==> src/rtl/sync_burst_sram_pkg.sv <==
package sync_burst_sram_pkg;

    typedef enum logic [1:0] {
        ST_IDLE  = 2'd0,
        ST_READ  = 2'd1,
        ST_WRITE = 2'd2,
        ST_SLEEP = 2'd3
    } sram_state_e;

    // Low two address bits for a given base and beat
    function automatic logic [1:0] beat_offset(input logic [1:0] base,
                                               input logic [1:0] beat,
                                               input logic       ilv);
        return ilv ? (base ^ beat) : (base + beat);
    endfunction

endpackage

==> src/rtl/burst_addr_gen.sv <==
module burst_addr_gen
    import sync_burst_sram_pkg::*;
#(
    parameter int ADDR_W = 6,
    parameter int BEAT_W = 2
) (
    input  logic              clk,
    input  logic              rst_n,
    input  logic              load,
    input  logic              advance,
    input  logic [ADDR_W-1:0] load_addr,
    input  logic              order_ilv,
    output logic [ADDR_W-1:0] cur_addr,
    output logic [ADDR_W-1:0] nxt_addr
);
    logic [ADDR_W-1:0] base_q, base_d;
    logic [BEAT_W-1:0] beat_q, beat_d;

    always_comb begin
        base_d = base_q;
        beat_d = beat_q;
        if (load) begin
            base_d = load_addr;
            beat_d = '0;
        end else if (advance) begin
            beat_d = beat_q + 1'b1;
        end
    end

    always_ff @(posedge clk or negedge rst_n) begin
        if (!rst_n) begin
            base_q <= '0;
            beat_q <= '0;
        end else begin
            base_q <= base_d;
            beat_q <= beat_d;
        end
    end

    assign cur_addr = {base_q[ADDR_W-1:BEAT_W], beat_offset(base_q[1:0], beat_q, order_ilv)};
    assign nxt_addr = {base_d[ADDR_W-1:BEAT_W], beat_offset(base_d[1:0], beat_d, order_ilv)};

    p_load_clears_beat_r2: assert property (@(posedge clk) disable iff (!rst_n)
        load |=> (beat_q == '0) && (base_q == $past(load_addr)));
    p_advance_steps_r4: assert property (@(posedge clk) disable iff (!rst_n)
        (advance && !load) |=> beat_q == $past(beat_q) + 1'b1);
    p_hold_keeps_r6: assert property (@(posedge clk) disable iff (!rst_n)
        (!advance && !load) |=> $stable(beat_q) && $stable(base_q));
    p_upper_fixed_r5: assert property (@(posedge clk) disable iff (!rst_n)
        !load |=> cur_addr[ADDR_W-1:BEAT_W] == $past(cur_addr[ADDR_W-1:BEAT_W]));
endmodule

==> src/rtl/write_lane_decode.sv <==
module write_lane_decode #(
    parameter int LANES = 4
) (
    input  logic             wr_all,
    input  logic             wr_en,
    input  logic [LANES-1:0] byte_sel,
    output logic [LANES-1:0] lane_we
);
    for (genvar i = 0; i < LANES; i++) begin : g_lane
        assign lane_we[i] = wr_all | (wr_en & byte_sel[i]);
    end

    always_comb begin
        if (wr_all) a_global_all_r8: assert (&lane_we);
        if (!wr_en && !wr_all) a_no_enable_r7: assert (lane_we == '0);
    end
endmodule

==> src/rtl/sram_array.sv <==
module sram_array #(
    parameter int DEPTH  = 64,
    parameter int LANES  = 4,
    parameter int LANE_W = 8,
    localparam int ADDR_W = $clog2(DEPTH),
    localparam int DATA_W = LANES * LANE_W
) (
    input  logic              clk,
    input  logic [LANES-1:0]  lane_we,
    input  logic [ADDR_W-1:0] waddr,
    input  logic [DATA_W-1:0] wdata,
    input  logic [ADDR_W-1:0] raddr,
    output logic [DATA_W-1:0] rdata
);
    logic [DATA_W-1:0] mem [DEPTH];

    for (genvar i = 0; i < LANES; i++) begin : g_lane
        always_ff @(posedge clk) begin
            if (lane_we[i])
                mem[waddr][i*LANE_W +: LANE_W] <= wdata[i*LANE_W +: LANE_W];
        end
    end

    assign rdata = mem[raddr];
endmodule

==> src/rtl/sync_burst_sram.sv <==
module sync_burst_sram
    import sync_burst_sram_pkg::*;
#(
    parameter int DEPTH  = 64,
    parameter int LANES  = 4,
    parameter int LANE_W = 8,
    localparam int ADDR_W = $clog2(DEPTH),
    localparam int DATA_W = LANES * LANE_W
) (
    input  logic              clk,
    input  logic              rst_n,
    input  logic [ADDR_W-1:0] addr,
    input  logic              strobe_cpu,
    input  logic              strobe_ctl,
    input  logic              burst_adv,
    input  logic              chip_sel,
    input  logic              wr_en,
    input  logic [LANES-1:0]  byte_sel,
    input  logic              wr_all,
    input  logic              order_ilv,
    input  logic              oe,
    input  logic              sleep,
    input  logic [DATA_W-1:0] din,
    output logic [DATA_W-1:0] dout,
    output logic              dout_oe
);
    sram_state_e state_q, state_d;
    logic        any_strobe, active, load, advance, wr_req;
    logic [LANES-1:0]  lane_req, lane_we;
    logic [ADDR_W-1:0] cur_addr, nxt_addr;
    logic [DATA_W-1:0] rdata;

    assign any_strobe = strobe_cpu | strobe_ctl;
    assign active     = (state_q == ST_READ) || (state_q == ST_WRITE);
    assign load       = !sleep && any_strobe;
    assign advance    = !sleep && !any_strobe && burst_adv && active;

    write_lane_decode #(.LANES(LANES)) u_dec (
        .wr_all   (wr_all),
        .wr_en    (wr_en),
        .byte_sel (byte_sel),
        .lane_we  (lane_req)
    );
    assign wr_req = |lane_req;

    // Next-state process
    always_comb begin
        state_d = state_q;
        if (sleep) begin
            state_d = ST_SLEEP;
        end else begin
            unique case (state_q)
                ST_IDLE, ST_SLEEP: begin
                    if (strobe_cpu)      state_d = chip_sel ? ST_READ : ST_IDLE;
                    else if (strobe_ctl) state_d = !chip_sel ? ST_IDLE : (wr_req ? ST_WRITE : ST_READ);
                    else                 state_d = ST_IDLE;
                end
                ST_READ, ST_WRITE: begin
                    if (strobe_cpu)      state_d = chip_sel ? ST_READ : ST_IDLE;
                    else if (strobe_ctl) state_d = !chip_sel ? ST_IDLE : (wr_req ? ST_WRITE : ST_READ);
                    else                 state_d = wr_req ? ST_WRITE : ST_READ;
                end
                default:                 state_d = ST_IDLE;
            endcase
        end
    end

    // State register
    always_ff @(posedge clk or negedge rst_n) begin
        if (!rst_n) state_q <= ST_IDLE;
        else        state_q <= state_d;
    end

    burst_addr_gen #(.ADDR_W(ADDR_W), .BEAT_W(2)) u_addr (
        .clk       (clk),
        .rst_n     (rst_n),
        .load      (load),
        .advance   (advance),
        .load_addr (addr),
        .order_ilv (order_ilv),
        .cur_addr  (cur_addr),
        .nxt_addr  (nxt_addr)
    );

    assign lane_we = (state_d == ST_WRITE) ? lane_req : '0;

    sram_array #(.DEPTH(DEPTH), .LANES(LANES), .LANE_W(LANE_W)) u_mem (
        .clk     (clk),
        .lane_we (lane_we),
        .waddr   (nxt_addr),
        .wdata   (din),
        .raddr   (cur_addr),
        .rdata   (rdata)
    );

    // Output process
    always_comb begin
        dout_oe = 1'b0;
        dout    = '0;
        unique case (state_q)
            ST_READ: begin
                dout_oe = oe;
                dout    = oe ? rdata : '0;
            end
            ST_IDLE, ST_WRITE, ST_SLEEP: begin
                dout_oe = 1'b0;
            end
            default: dout_oe = 1'b0;
        endcase
    end

    p_sleep_quiet_r12: assert property (@(posedge clk) disable iff (!rst_n)
        sleep |=> !dout_oe);
    p_sleep_no_write_r12: assert property (@(posedge clk) disable iff (!rst_n)
        sleep |-> lane_we == '0);
    p_cpu_strobe_reads_r3: assert property (@(posedge clk) disable iff (!rst_n)
        (!sleep && strobe_cpu) |-> lane_we == '0);
    p_deselect_r11: assert property (@(posedge clk) disable iff (!rst_n)
        (!sleep && any_strobe && !chip_sel) |=> !dout_oe);
    p_write_quiet_r11: assert property (@(posedge clk) disable iff (!rst_n)
        (lane_we != '0) |=> !dout_oe);
    p_idle_stays_r1: assert property (@(posedge clk) disable iff (!rst_n)
        (state_q == ST_IDLE && !sleep && !any_strobe) |=> !dout_oe);
    always_comb begin
        if (!oe) a_oe_gate_r10: assert (!dout_oe);
    end
endmodule

==> config.mk <==
export PLATFORM = sky130hd
export DESIGN_NAME = sync_burst_sram
export DESIGN_NICKNAME = d
export VERILOG_FILES = /design/src/rtl/sync_burst_sram_pkg.sv /design/src/rtl/burst_addr_gen.sv /design/src/rtl/write_lane_decode.sv /design/src/rtl/sram_array.sv /design/src/rtl/sync_burst_sram.sv
export SDC_FILE = /design/constraint.sdc
export NUM_CORES = 2
export LEC_CHECK = 0
export ABC_AREA = 1
export BUFFER_PORTS_ARGS = -buffer_cell sky130_fd_sc_hd__buf_4
export CORE_MARGIN = 1.5
export CORE_UTILIZATION = 35
export CTS_CLUSTER_DIAMETER = 100
export DETAILED_ROUTE_END_ITERATION = 8
export GPL_TIMING_DRIVEN = 0
export MAX_ROUTING_LAYER = met4
export PLACE_DENSITY = 0.49
export SKIP_CTS_REPAIR_TIMING = 1
export SLEW_MARGIN = 10
export SYNTH_ARGS = -nofsm -noshare
export SYNTH_HDL_FRONTEND = slang
export SYNTH_HIERARCHICAL = 1
export SYNTH_SLANG_ARGS = --single-unit
==> constraint.sdc <==
create_clock -name clk -period 10.6 [get_ports clk]
set_input_delay 1.06 -clock clk [delete_from_list [all_inputs] [get_ports clk]]
set_output_delay 1.06 -clock clk [all_outputs]
set_load 0.03 [all_outputs]
==> results.md <==
STA:
- Setup repair after global routing left no endpoint under its margin.
- The minimum period implied by the final worst setup slack is 6.68 ns.
- The post-route fraction of the period consumed by the critical path is 63.0%.
- The clock skew after layout is around 0.04 ns.
- The relative max-transition margin is -7.10%.
- The count of final max-slew check failures is 44.
- For the pin with the worst max-slew slack, the measured transition is 1.61 ns.
- The worst path meets setup with between 3 and 4 ns of slack.
- For the final routed database, the setup TNS stands at 0 ns.
- Setup violations remaining at the end of the flow were counted as 0.
- Based on the critical path, the design can be clocked at up to ~0.15 GHz.
- The final count of hold timing violations is 0.

Worst setup path:
- In this run the worst path has a maximum fanout of 14.
- The critical path starts at u_addr/beat_q[0]$_DFF_PN0_.
- The largest single stage delay on the critical path is ~0.73 ns.
- Walking the worst path, the cells encountered are ha_1 -> clkbuf_1 -> buf_4 -> inv_4 -> buf_2 -> buf_2 -> nand2_1 -> nand3_1 -> nand3_1 -> nand3_1 -> nand3_1 -> nand2_1 -> nand2_1 -> nand2_1 -> inv_1 -> nor2_1 -> buf_4.
- In this design, the largest share of critical-path delay is due to simple AND/OR/NAND/NOR gates.
- STA classifies the critical path startpoint as a flop.
- In this run the register-to-register setup slack is between 5 and 6 ns.
- The number of buffer and inverter instances along the worst setup path is 7.
- In this run the critical register-to-register path is launched from state_q[0]$_DFF_PN0_.
- STA puts the critical path data arrival time at between 5 and 6 ns.
- The required arrival time at the worst endpoint is roughly 9.5 ns.
- The end of the worst register-to-register path is u_mem/mem[46][28]$_DFFE_PP_.
- The critical path endpoint category is an output port.
- The worst register-to-register path has a depth of 18.
- The type of the worst setup path is flop to output port.
- On the critical path, the stage with the largest delay is an instance of nand3_1.

Route:
- The top routing layer in use is met4.
- The pre-antenna-repair detailed-routing pass consisted of 7 iterations.
- Wires add up to 441,000 microns.
- The number of remaining DRC errors is 0.
- In the final routed layout, each cell accounts on average for around 40 microns.
- The wire length the detailed router placed on met1 is between 150,000 and 200,000 microns.
- The number of violations reported at the end of detailed-routing iteration 0 is 12.7k.
- Once detail routing completed, the nets flagged for antenna violations numbered 0.
- After detailed routing, the met3 layer carries 63,800 microns of wire.
- The met2 wire length is between 150,000 and 200,000 microns.
- The total vias in the final route is roughly 67k.
- The mean number of vias per cell is between 6 and 7.

Worst hold path:
- The worst-case hold path end point is u_addr/base_q[4]$_DFF_PN0_.
- Counting instances, the worst hold path has a depth of 3.
- The startpoint of the lowest-slack hold path is addr[4].
- The path category of the worst min-delay check is primary input to flop.

Cells and area:
- The final layout contains between 7k and 8k nets.
- The number of non-filler instances in the completed layout is around 11k.
- The filler cell count in the final layout is around 23k.
- In the layout the commonest cells are 2,359 x nand2_1, 2,048 x edfxtp_1, 1,906 x nand3_1.
- The share of final-layout standard cells stronger than drive strength 1 is 12.2%.
- Leaving out fill and tap cells, the most frequent cell in the layout is nand2_1.
- The post-synthesis to final-layout area growth is 15.6%.

Global routing:
- Entering global routing, the biggest net connects between 60 and 70 pins.
- The global routing usage summed across all routing layers is 36.5%.
- After global routing the overflow that remains totals 0.
- The first global-routing pass estimated approximately 560,000 microns of wire.
- The number of antenna violations at the first check in global routing came to 63.
- The via count of the first global-routing pass is 58.1k.

Clock network:
- The CTS tree is yes.
- CTS placed an instance of clkbuf_16 at the clock tree root.
- Buffers inserted during clock tree synthesis total 215.
- The H-tree was split into 4 levels.
- Clock-pin slew was measured on the worst setup and hold paths at ~0.060 ns.
- The later pin in the worst-skew pair is clocked with a latency of around 0.9 ns.
- The maximum root-to-sink buffer count is 3.
- The clock net in this run drives a total of approximately 2.1k sinks.

Synthesis:
- The post-synth net total is ~7.3k.
- The post-synthesis sequential area ratio is 73.4%.
- The synthesized area per cell is 11.7 sq um.
- The netlist uses 23 different library cells.
- During synthesis, Yosys emitted a total of 6 warnings.
- Synthesis produced a netlist whose cell count is slightly above 7k.
- The summed instance area of the synthesized netlist is roughly 84,000 sq um.
- Of all cell types, the one taking the most synthesized area is edfxtp_1.
- By area the synthesized netlist is led by edfxtp_1 73%, nand3_1 11%, nand2_1 11%.
- Synthesis inferred about 2.1k register bits.
- In this run the biggest area consumer among cell types represents 73.1% of the synthesized area.

Floorplanning:
- The area of the die is 243,000 sq um.
- The floorplan step set the die height to between 400 and 500 microns.
- The number of top-level design ports is 86.
- The initial utilization of the core area, before any placement, comes to between 30% and 40%.
- The total core area is 239,000 sq um.
- The standard-cell row count is around 180.
- The die boundary width is 493 microns.

Place:
- The total instance count after detailed placement is 10.5k.
- At the end of routability-driven placement, the weighted congestion stood at approximately 1.1.
- Before CTS, the worst setup slack after placement is around 4.6 ns.
- The total of buffers placed on input and output ports is 85.
- The placed wire-length estimate is between 300,000 and 400,000 microns.

Pwr:
- The leakage power is ~34 nW.
- For this design the total switching power over the nets is ~6.5 mW.
- The worst voltage drop across the vdd grid is 150 uV.
- The switching share of total power is about a third.
- The relative contribution of sequential cells to total power is between 40% and 50%.
- For this design the ratio of total power to cell area is between 200 and 250 nW/um^2.
- The internal power of the cells totals approximately 14 mW.
- The share of total power dissipated in combinational logic is roughly a fifth.
- The clock network burns between 30% and 40% of the power.

Status:
- The flow ran to the end, but the final reports show violations.
- The checks that failed: max-capacitance violations, max-slew violations.

Job:
- The max capacitance violation total is 4.
==> worst max-delay path by stage <==
stage / to / slack, ns / depth (start not counted)
2_1_floorplan: dout[14] / 6.83 / 18
3_3_place_gp: u_mem/mem[63][9]$_DFFE_PP_ / 3.16 / 17
3_5_place_dp: dout[13] / 4.62 / 19
4_1_cts: dout[10] / 4.23 / 17
5_1_grt: dout[15] / 4.03 / 17
6_report: dout[15] / 3.92 / 17
==> worst min-delay path, delay by kind of cell <==
family	cells	cell delay (ns)
simple gates	2	0.13
buf+inv	1	0.08
==> metrics by stage <==
stage / hold WS, ns / instance area (sq um) / utilization [%] / total power, mW
3_3_place_gp: 0.495 / 88700 / 37.2 / 12.8
5_1_grt: 0.409 / 97200 / 40.7 / 20.7
6_report: 0.406 / 97200 / 40.8 / 20.4
4_1_cts: -0.0386 / 97000 / 40.7 / 20.2
3_5_place_dp: 0.493 / 90200 / 37.8 / 12.8
2_1_floorplan: 0.464 / 84100 / - / 10.7
==> cell usage after synthesis (all sizes together) <==
| master | number |
|---|---|
| ha | 4 |
| dfrtp | 10 |
| nor3 | 16 |
| clkinv | 1 |
| o21ai | 2 |
| clkbuf | 104 |
| edfxtp | 2048 |
| nand3 | 1907 |
| nor2 | 304 |
| buf | 378 |
| nand2 | 2362 |
| a21oi | 1 |
| inv | 65 |
==> logic make-up (layout without fill, tap and decap cells) <==
group,after synthesis,in the layout,share of synthesized area (%)
simple gates,4589,4589,23.4
fa+ha+maj,4,4,0.0595
compound gates,3,3,0.0178
other cells,0,76,0
buf+inv,548,1097,3.15
flops,2058,2058,73.4
==> power groups by stage <==
stage | clock network, mW | registers, mW | logic, mW
2_1_floorplan | 0 | 9.14 | 1.56
3_3_place_gp | 0 | 9.14 | 3.62
3_5_place_dp | 0 | 9.14 | 3.65
4_1_cts | 7.55 | 8.97 | 3.66
5_1_grt | 7.86 | 8.96 | 3.88
6_report | 7.52 | 8.97 | 3.96
==> registers in the layout (all words and copies together) (netlist names) <==
name	flops
u_addr/base_q	6
u_addr/beat_q	2
u_mem/mem	2048
state_q	2
==> final cells by class <==
cell class / count / area [sq um] / share of cell area (%)
Antenna cell: 76 / 190 / 0.196
Buffer: 482 / 2450 / 2.52
Clock buffer: 269 / 5690 / 5.85
Clock inverter: 123 / 1110 / 1.14
Inverter: 66 / 250 / 0.257
Multi-Input combinational cell: 4596 / 20100 / 20.7
Sequential cell: 2058 / 61700 / 63.5
Tap cell: 3167 / 3960 / 4.08
Timing Repair Buffer: 157 / 1690 / 1.74
==> metal layers <==
metal | vias up | track usage, %
li1 | 26200 | -
met1 | 33500 | 44.4
met2 | 5759 | 50.0
met3 | 1375 | 14.0
met4 | 0 | 24.8
met5 | - | -
(Power assumes the default switching activity.)
